$ cat src/rtl/evt_pmu_pkg.sv
// Package: shared constants for the dual event counter unit.
// Assumes byte addressing with word-aligned registers.
package evt_pmu_pkg;
    localparam int CTRL_OFF    = 'h00;  // control register offset
    localparam int CFG0_OFF    = 'h08;  // counter-0 configuration offset
    localparam int VAL0_OFF    = 'h10;  // counter-0 value offset
    localparam int REG_STRIDE  = 4;     // per-counter step, descending
    localparam int SRC_LSB     = 2;     // event-source field position
    localparam int SRC_W       = 4;     // event-source field width
    localparam int IRQ_OFF_BIT = 0;     // interrupt-off flag position
    localparam int BASE_MAX    = 9;     // last code of the base event set
endpackage

$ cat src/rtl/evt_reg_decode.sv
// Module: address decoder for the dual event counter unit.
// Produces one hit per register. Per-counter registers sit at descending
// offsets from the counter-0 address. Assumes exact full-width match.
module evt_reg_decode #(
    parameter int ADDR_W  = 8,
    parameter int NUM_CNT = 2
) (
    input  logic [ADDR_W-1:0]  addr,
    output logic               ctrl_hit,
    output logic [NUM_CNT-1:0] cfg_hit,
    output logic [NUM_CNT-1:0] val_hit
);
    import evt_pmu_pkg::*;

    // Control register match.
    assign ctrl_hit = (addr == ADDR_W'(CTRL_OFF));

    // Per-counter matches at base minus stride times index.
    for (genvar n = 0; n < NUM_CNT; n++) begin : g_hit
        assign cfg_hit[n] = (addr == ADDR_W'(CFG0_OFF - REG_STRIDE * n));
        assign val_hit[n] = (addr == ADDR_W'(VAL0_OFF - REG_STRIDE * n));
    end

    // At most one register is selected by any address.
    always_comb begin
        assert_one_reg_R3: assert ($onehot0({ctrl_hit, cfg_hit, val_hit}));
    end
endmodule

$ cat src/rtl/evt_counter_slice.sv
// Module: one event counter with its configuration register.
// Selects an event pulse by source code and counts it while globally enabled.
// Clamps at all-ones. A software write to the value has priority over
// counting. Assumes single-cycle event pulses, sampled on every clock edge.
module evt_counter_slice #(
    parameter int DATA_W   = 32,
    parameter int NUM_EVT  = 15,
    parameter bit SUPERSET = 1'b1
) (
    input  logic               clk,
    input  logic               rst_n,
    input  logic               glob_en,
    input  logic               cfg_we,
    input  logic               val_we,
    input  logic [DATA_W-1:0]  wdata,
    input  logic [NUM_EVT-1:0] evt_pulse,
    output logic [DATA_W-1:0]  cfg_rd,
    output logic [DATA_W-1:0]  cnt_q
);
    import evt_pmu_pkg::*;

    localparam int NUM_CODE = 2 ** SRC_W;

    logic [SRC_W-1:0]    src_q;
    logic                irq_off_q;
    logic [NUM_CODE-1:0] code_ok;
    logic [NUM_CODE-1:0] evt_pad;
    logic                sel_evt;
    logic                at_max;

    // Legal codes: nonzero, wired to a pulse bit, inside the chosen event set.
    for (genvar k = 0; k < NUM_CODE; k++) begin : g_code
        assign code_ok[k] = (k != 0) && (k <= NUM_EVT) && (SUPERSET || (k <= BASE_MAX));
    end

    // Code k lines up with pulse bit k-1; code 0 sees a constant zero.
    assign evt_pad = NUM_CODE'({evt_pulse, 1'b0});
    assign sel_evt = evt_pad[src_q] & code_ok[src_q];
    assign at_max  = &cnt_q;

    // Readback of the configuration fields, other bits zero.
    always_comb begin
        cfg_rd = '0;
        cfg_rd[SRC_LSB +: SRC_W] = src_q;
        cfg_rd[IRQ_OFF_BIT]      = irq_off_q;
    end

    // Configuration register.
    always_ff @(posedge clk) begin
        if (!rst_n) begin
            src_q     <= '0;
            irq_off_q <= 1'b0;
        end else if (cfg_we) begin
            src_q     <= wdata[SRC_LSB +: SRC_W];
            irq_off_q <= wdata[IRQ_OFF_BIT];
        end
    end

    // Counter value: software load first, else saturating increment.
    always_ff @(posedge clk) begin
        if (!rst_n) begin
            cnt_q <= '0;
        end else if (val_we) begin
            cnt_q <= wdata;
        end else if (glob_en && sel_evt && !at_max) begin
            cnt_q <= cnt_q + 1'b1;
        end
    end

    // The counter holds once it has reached all-ones.
    assert_hold_at_max_R2: assert property (@(posedge clk) disable iff (!rst_n)
        ((&cnt_q) && !val_we) |=> (&cnt_q));

    // Without a write, the counter steps by zero or one.
    assert_step_R1: assert property (@(posedge clk) disable iff (!rst_n)
        !val_we |=> (cnt_q == $past(cnt_q)) || (cnt_q == $past(cnt_q) + 1'b1));

    // A write loads exactly the written word.
    assert_load_R4: assert property (@(posedge clk) disable iff (!rst_n)
        val_we |=> (cnt_q == $past(wdata)));

    // The global gate freezes the counter.
    assert_gate_R5: assert property (@(posedge clk) disable iff (!rst_n)
        (!glob_en && !val_we) |=> $stable(cnt_q));

    // Source code zero counts nothing.
    assert_src_zero_R6: assert property (@(posedge clk) disable iff (!rst_n)
        ((cfg_rd[SRC_LSB +: SRC_W] == '0) && !val_we) |=> $stable(cnt_q));

    // The base variant ignores the extended codes.
    if (!SUPERSET) begin : g_base_chk
        assert_ext_ignored_R8: assert property (@(posedge clk) disable iff (!rst_n)
            ((cfg_rd[SRC_LSB +: SRC_W] > SRC_W'(BASE_MAX)) && !val_we) |=> $stable(cnt_q));
    end
endmodule

$ cat src/rtl/evt_cnt_unit.sv
// Module: top of the saturating dual event counter unit.
// Holds the global control register and the address decoder. Instantiates
// one counter slice per counter and drives a combinational read mux.
// Assumes single-cycle write strobes and reads without side effects.
module evt_cnt_unit #(
    parameter int DATA_W   = 32,
    parameter int ADDR_W   = 8,
    parameter int NUM_EVT  = 15,
    parameter int NUM_CNT  = 2,
    parameter bit SUPERSET = 1'b1
) (
    input  logic               clk,
    input  logic               rst_n,
    input  logic               wr_en,
    input  logic [ADDR_W-1:0]  addr,
    input  logic [DATA_W-1:0]  wdata,
    input  logic [NUM_EVT-1:0] evt_pulse,
    output logic [DATA_W-1:0]  rdata
);
    logic               ctrl_hit;
    logic [NUM_CNT-1:0] cfg_hit;
    logic [NUM_CNT-1:0] val_hit;
    logic               glob_en_q;
    logic [DATA_W-1:0]  cfg_rd [NUM_CNT];
    logic [DATA_W-1:0]  cnt_rd [NUM_CNT];

    evt_reg_decode #(.ADDR_W(ADDR_W), .NUM_CNT(NUM_CNT)) u_dec (
        .addr     (addr),
        .ctrl_hit (ctrl_hit),
        .cfg_hit  (cfg_hit),
        .val_hit  (val_hit)
    );

    // Global enable bit of the control register.
    always_ff @(posedge clk) begin
        if (!rst_n)                 glob_en_q <= 1'b0;
        else if (wr_en && ctrl_hit) glob_en_q <= wdata[0];
    end

    for (genvar n = 0; n < NUM_CNT; n++) begin : g_cnt
        evt_counter_slice #(
            .DATA_W   (DATA_W),
            .NUM_EVT  (NUM_EVT),
            .SUPERSET (SUPERSET)
        ) u_slice (
            .clk       (clk),
            .rst_n     (rst_n),
            .glob_en   (glob_en_q),
            .cfg_we    (wr_en && cfg_hit[n]),
            .val_we    (wr_en && val_hit[n]),
            .wdata     (wdata),
            .evt_pulse (evt_pulse),
            .cfg_rd    (cfg_rd[n]),
            .cnt_q     (cnt_rd[n])
        );
    end

    // Read mux; unmapped offsets return zero.
    always_comb begin
        rdata = '0;
        if (ctrl_hit) rdata = DATA_W'(glob_en_q);
        for (int n = 0; n < NUM_CNT; n++) begin
            if (cfg_hit[n]) rdata = cfg_rd[n];
            if (val_hit[n]) rdata = cnt_rd[n];
        end
    end
endmodule

$ cat config.mk
export PLATFORM = sky130hd
export DESIGN_NAME = evt_cnt_unit
export DESIGN_NICKNAME = d
export VERILOG_FILES = /design/src/rtl/evt_pmu_pkg.sv /design/src/rtl/evt_reg_decode.sv /design/src/rtl/evt_counter_slice.sv /design/src/rtl/evt_cnt_unit.sv
export SDC_FILE = /design/constraint.sdc
export NUM_CORES = 1
export LEC_CHECK = 0
export CAP_MARGIN = 40
export CORE_ASPECT_RATIO = 1.4
export CORE_UTILIZATION = 53
export CTS_CLUSTER_SIZE = 14
export DETAILED_ROUTE_END_ITERATION = 10
export PLACE_DENSITY = 0.81
export RECOVER_POWER = 100
export SLEW_MARGIN = 20
export SYNTH_ARGS = -nofsm -noshare
export SYNTH_HDL_FRONTEND = slang
export SYNTH_SLANG_ARGS = --single-unit
export TNS_END_PERCENT = 30
$ cat constraint.sdc
create_clock -name clk -period 3.8 [get_ports clk]
set_clock_uncertainty 0.05 [all_clocks]
set_input_delay 0.95 -clock clk [delete_from_list [all_inputs] [get_ports clk]]
set_output_delay 0.95 -clock clk [all_outputs]
set_load 0.05 [all_outputs]
; Word level (Yosys, flattened, before mapping)
; Memories as Yosys holds them, arrays and structs flattened. A register that Yosys moved wholly into a read port is not among the register bits.
; Cells that the tools add are included.
[classes]
n_bitwise = 2
n_eq_ne = 4
n_lt_le_gt_ge = 2
reduce_logical = 16
addsub = 2
n_mux = 19
[op_table]
columns = operator, count
row1 = 32-bit 2-to-1 mux, 8
row2 = 32-bit by 1-bit adder with 32-bit output (second input constant), 2
row3 = 32-bit AND reduction, 2
row4 = 8-bit by 4-bit equality test with 1-bit output (second input constant), 2
row5 = 4-bit 2-to-1 mux, 4
row6 = 4-bit by 5-bit less-than comparator with 1-bit output (second input constant), 2
row7 = 1-bit logical AND, 9
row8 = 1-bit binary-select mux with 4-bit select, 2
row9 = 8-bit by 3-bit equality test with 1-bit output (second input constant), 1
row10 = 8-bit by 5-bit equality test with 1-bit output (second input constant), 1
row11 = 8-bit logical NOT, 1
row12 = 1-bit 2-to-1 mux, 5
row13 = 2-bit nonzero test, 2
row14 = 1-bit bitwise AND, 2
row15 = 1-bit logical NOT, 2
[totals]
elab_cells = 54
reg_bits = 75
rom_bits = 32
memories = 2
inputBits = 58
out_inout_bits = 32
[memory_table]
columns = memory, words, word_bits, read_ports, rd_clocked_by_memory_dff, write_ports, line
row1 = (no name shown), 16, 1, 1, 1, 0, evt_counter_slice.sv:38  ; assign sel_evt = evt_pad[src_q] & code_ok[src_q];
row2 = (no name shown), 16, 1, 1, 1, 0, evt_counter_slice.sv:38

; Longest topological paths before layout
[depth]
depth_word = 7
ltp_mapped = 10
mapped_depth_nobuf = 8

; Hierarchy
; From an unflattened synthesis, not the netlist that was laid out.
[hier_totals]
cells_unflattened = 872
hier_area_um2 = 6545.0
[by_module_without_submodules]
columns = module, seq_area_each_um2, area_per_inst_um2, instances, cells_each
row1 = evt_counter_slice, 760.7, 2682.6, 2, 349
row2 = evt_cnt_unit, 20.0, 1109.8, 1, 165
row3 = evt_reg_decode, 0.0, 70.1, 1, 9

; Least setup slack after synthesis
; OpenSTA, ideal clock, no wires.
[synth_path]
path_kind = input -> output
startpoint = input addr[1]
endpoint = output rdata[10]
n_path_buf = 1
slack_ns = -0.426
arrival_time_ns = 3.226
path_stages = 6
t_required_ns = 2.800
cell_sequence = nor3_1 nand2_1 nor3b_2 clkbuf_1 nand2_1 o21ai_0
[synth_between]
elab_chain_len = 4
word_cells_on_any_way = 6
cone_classes = 3 x eq/ne / 3 x mux
[synth_rtl]
columns = element, line
row1 = "start, declared", evt_cnt_unit.sv:15  ; input logic [ADDR_W-1:0] addr,
row2 = 8-bit by 5-bit equality test with 1-bit output, evt_reg_decode.sv:21  ; assign val_hit[n] = (addr == ADDR_W'(VAL0_OFF - REG_STRIDE * n));
row3 = 32-bit 2-to-1 mux, evt_cnt_unit.sv:64  ; if (val_hit[n]) rdata = cnt_rd[n];
row4 = 32-bit 2-to-1 mux, evt_cnt_unit.sv:63  ; if (cfg_hit[n]) rdata = cfg_rd[n];
row5 = 32-bit 2-to-1 mux *, evt_cnt_unit.sv:64
row6 = "end, declared", evt_cnt_unit.sv:18  ; output logic [DATA_W-1:0] rdata
; Mark *: on every way between the ends. The rest lies on a longest branch, timed or not.

; Worst setup path after layout
[layout_path]
startpoint = input addr[1]
endpoint = output rdata[17]
; Same word-level chain as after synthesis.

==> results.md <==
- Setup Total Neg Slack: 0 ns
- # diodes: 0
- Status: finished, final reports clean
- Slowest CP cell: clkdlybuf4s50_1
- Cell Rows: 40
- Largest stage delay on the critical path: 0.41 ns
- Final min period: 3.727 ns
- Synth async-reset ratio: 0%
- HPWL Detailed: 11.93 mm
- Distinct cell type count after synthesis: 53
- Cell depth of the worst hold path: 2
- Crit path kind: input port to output pin
- Initial core utilization: 55.26%
- Cell Count, Final, Fillers Out: 801
- Hold WS: 0.4721 ns
- Mean Syn Cell Area: 7.915 µm²
- Highest metal used: met4
- CP endpoint kind: output pin
- GPL Wtd Cong: 0.9605
- Met2 WL: 8.053 mm
- Startpoint types: input port
- Vias in the first global route: 5103
- Input/output buffers: 89
- Total gr overflow: 0
- Area delta synth->final: 27.90%
- WP data required: 2.80 ns
- Sequential area share after synthesis: 32.03%
- Critical R2R Capture: g_cnt[1].u_slice.cnt_q[17]
- Tightest Pin Transition: 0.7941 ns
- H-tree Lvls: 3
- Top cell type's share of synthesized area: 32.03%
- Drt first pass iters: 8
- DRT iter0 DRCs: 398
- Die X: 82.53 µm
- Clock slew at reported path FFs: 0.06 ns
- Layout Nets: 752
- Routed met1 length: 6.038 mm
- Yosys reg bits: 77
- Total power: 1.765 mW
- Core Area: 8708 µm²
- Pins Over Slew Limit: 0
- Hold_buf cts: 0
- Wirelength per Cell: 20.16 µm
- WHS Endpoint: g_cnt[1].u_slice.cnt_q[1]
- P per Cell Area: 286.8 nW/µm²
- Commonest cells after routing, fill and taps aside: 77 x dfxtp_1, 65 x a21oi_1, 61 x o21ai_0, 54 x clkdlybuf4s50_1, 49 x nand2_1
- Critical-path cell list: clkdlybuf4s50_1, nor3_2, nand2_2, nor4b_2, buf_4, buf_12, a22o_1, buf_2
- Die ar.: 9470 µm²
- CP delay by family, top: buffers and inverters
- Synth Warn #: 0
- DR WL met3: 1.355 mm
- Total track usage: 36.09%
- Global-route wire length before repair: 25.43 mm
- Mapped Cells: 608
- Min-delay worst type: flip-flop to flip-flop
- Reg-to-Reg Start: g_cnt[1].u_slice.cnt_q[2]
- Die height: 114.7 µm
- Hold wc startpoint: g_cnt[1].u_slice.cnt_q[1]
- Largest net degree at the start of global routing: 46
- Root Buffer: clkbuf_16
- Final core occ: 70.68%
- Area contributors post-synth: dfxtp_1 32%, xnor2_1 8.0%, a21oi_1 6.8%
- Leakage power total: 2.010 nW
- Max frequency: 0.2683 GHz
- R2r worst-path depth: 6
- I/O pin count: 90
- Via density: 6.604
- Ys flop type: dfxtp_1
- R2r setup slk: 0.78 ns
- DRC: 0
- Most common cell after layout, fill and taps aside: dfxtp_1
- Synth area leader: dfxtp_1
- Layout cell share with drive strength beyond 1: 11.78%
- Post-Route WL: 16.15 mm
- Final Hold Vio Count: 0
- CTS tree: yes
- Max Cap Viol: 0
- Worst Path Arrival: 2.73 ns
- Detail Route Antenna Nets: 0
- Final period utilization: 98.08%
- Vias: 5290
- Mapped Nets: 668
- Maximum fanout along the worst path: 13
- Slew headroom: 47.06%
- Clock Tree Buf Depth: 2
- Cell Area, Synth: 4812 µm²
- VDD IR-drop max: 0.2373 mV
- Post-CTS setup buffer count: 0
- Final setup viols: 0
- CTS buffer count: 9
- RSZ-0062 raised after global routing: no
- Num Clock Sinks: 77
- Clock network latency to the later pin of the worst-skew pair: 0.34 ns
- Post-synth EDFFs: 0
- Placed Instances: 786
- Initial antenna violation count: 0
- WP buf/inv: 4
-- metal layers --
| layer | up-vias | global-route usage, % |
|---|---|---|
| li1 | 2425 | - |
| met1 | 2489 | 41.99 |
| met2 | 318 | 60.17 |
| met3 | 58 | 7.460 |
| met4 | 0 | 21.15 |
| met5 | - | 0 |
-- power by group --
group          switching (mW)  internal, mW  total (mW)
combinational          0.0555        0.0725       0.128
clock                   0.324         0.501       0.825
sequential            0.00249         0.809       0.812
total                   0.382          1.38        1.76
-- what timing repair did --
item                       CTS  global route
resized for setup            4             4
setup endpoints to repair    9            32
pin swaps                    0             0
-- synth_stat cells, types with 3 or more instances --
cell and number:
nor2b_1 10, or2_2 4, o31ai_1 4, a21boi_0 5, a222oi_1 4, and3_1 9, nor4_1 14, mux4_1 3
clkbuf_1 34, xor2_1 13, nand4_1 19, nor3_1 20, a21o_1 5, or4_1 6, o21ai_0 64, nand2_1 51
and2_1 6, nand3_1 29, a31oi_1 4, nor3b_1 3, nor4b_1 6, a22o_1 24, and4_1 4, mux2i_1 12
a21oi_1 65, nor2_1 30, inv_1 9, dfxtp_1 77, xnor2_1 44
-- tightest hold or removal path, cell delays in order (launching register included) --
cell,delay (ns)
dfxtp_1,0.35
nand2_1,0.07
a21oi_1,0.05
-- worst max path at each step --
stage	start	depth (start not counted)	to	slack, ns
5_1_grt	addr[1]	8	rdata[10]	0.01
4_1_cts	addr[1]	8	rdata[29]	0.05
2_1_floorplan	addr[1]	6	rdata[4]	-0.11
6_report	addr[1]	8	rdata[17]	0.07
3_5_place_dp	addr[1]	8	rdata[10]	-0.08
3_3_place_gp	addr[1]	8	rdata[22]	-0.04
-- logic make-up (layout without fill, tap and decap cells) --
logic type | count (synthesis) | after routing | synth area share [%]
AO/OA/AOI/OAI | 185 | 185 | 23.38
XOR/XNOR | 57 | 57 | 10.37
adder cells (fa/ha/maj) | 2 | 2 | 0.5199
buffers and inverters | 47 | 135 | 3.874
flip-flops | 77 | 77 | 32.03
multiplexers | 18 | 18 | 5.070
AND/OR/NAND/NOR | 222 | 222 | 24.75
-- flip-flops by register name (all words and copies together) (netlist names), named ones only --
register                 cells
g_cnt.u_slice.cnt_q         64
g_cnt.u_slice.irq_off_q      2
g_cnt.u_slice.src_q          8
glob_en_q                    1
-- layout make-up --
type	instances	area, µm²
multi-input combinational	484	3090
timing repair buffer	111	1076
fill	717	2554
sequential	77	1541
clock inverter	5	52.55
inverter	9	33.78
clock buffer	10	229.0
tap	105	131.4
-- through the flow --
stage          instance area (µm²)  setup slack (ns)
2_1_floorplan                 4818           -0.1129
3_3_place_gp                  6152          -0.03613
3_5_place_dp                  6180          -0.07855
4_1_cts                       6471           0.04582
5_1_grt                       6155           0.01259
6_report                      6155           0.07300
Note: power is estimated with default switching activity, not from simulation.
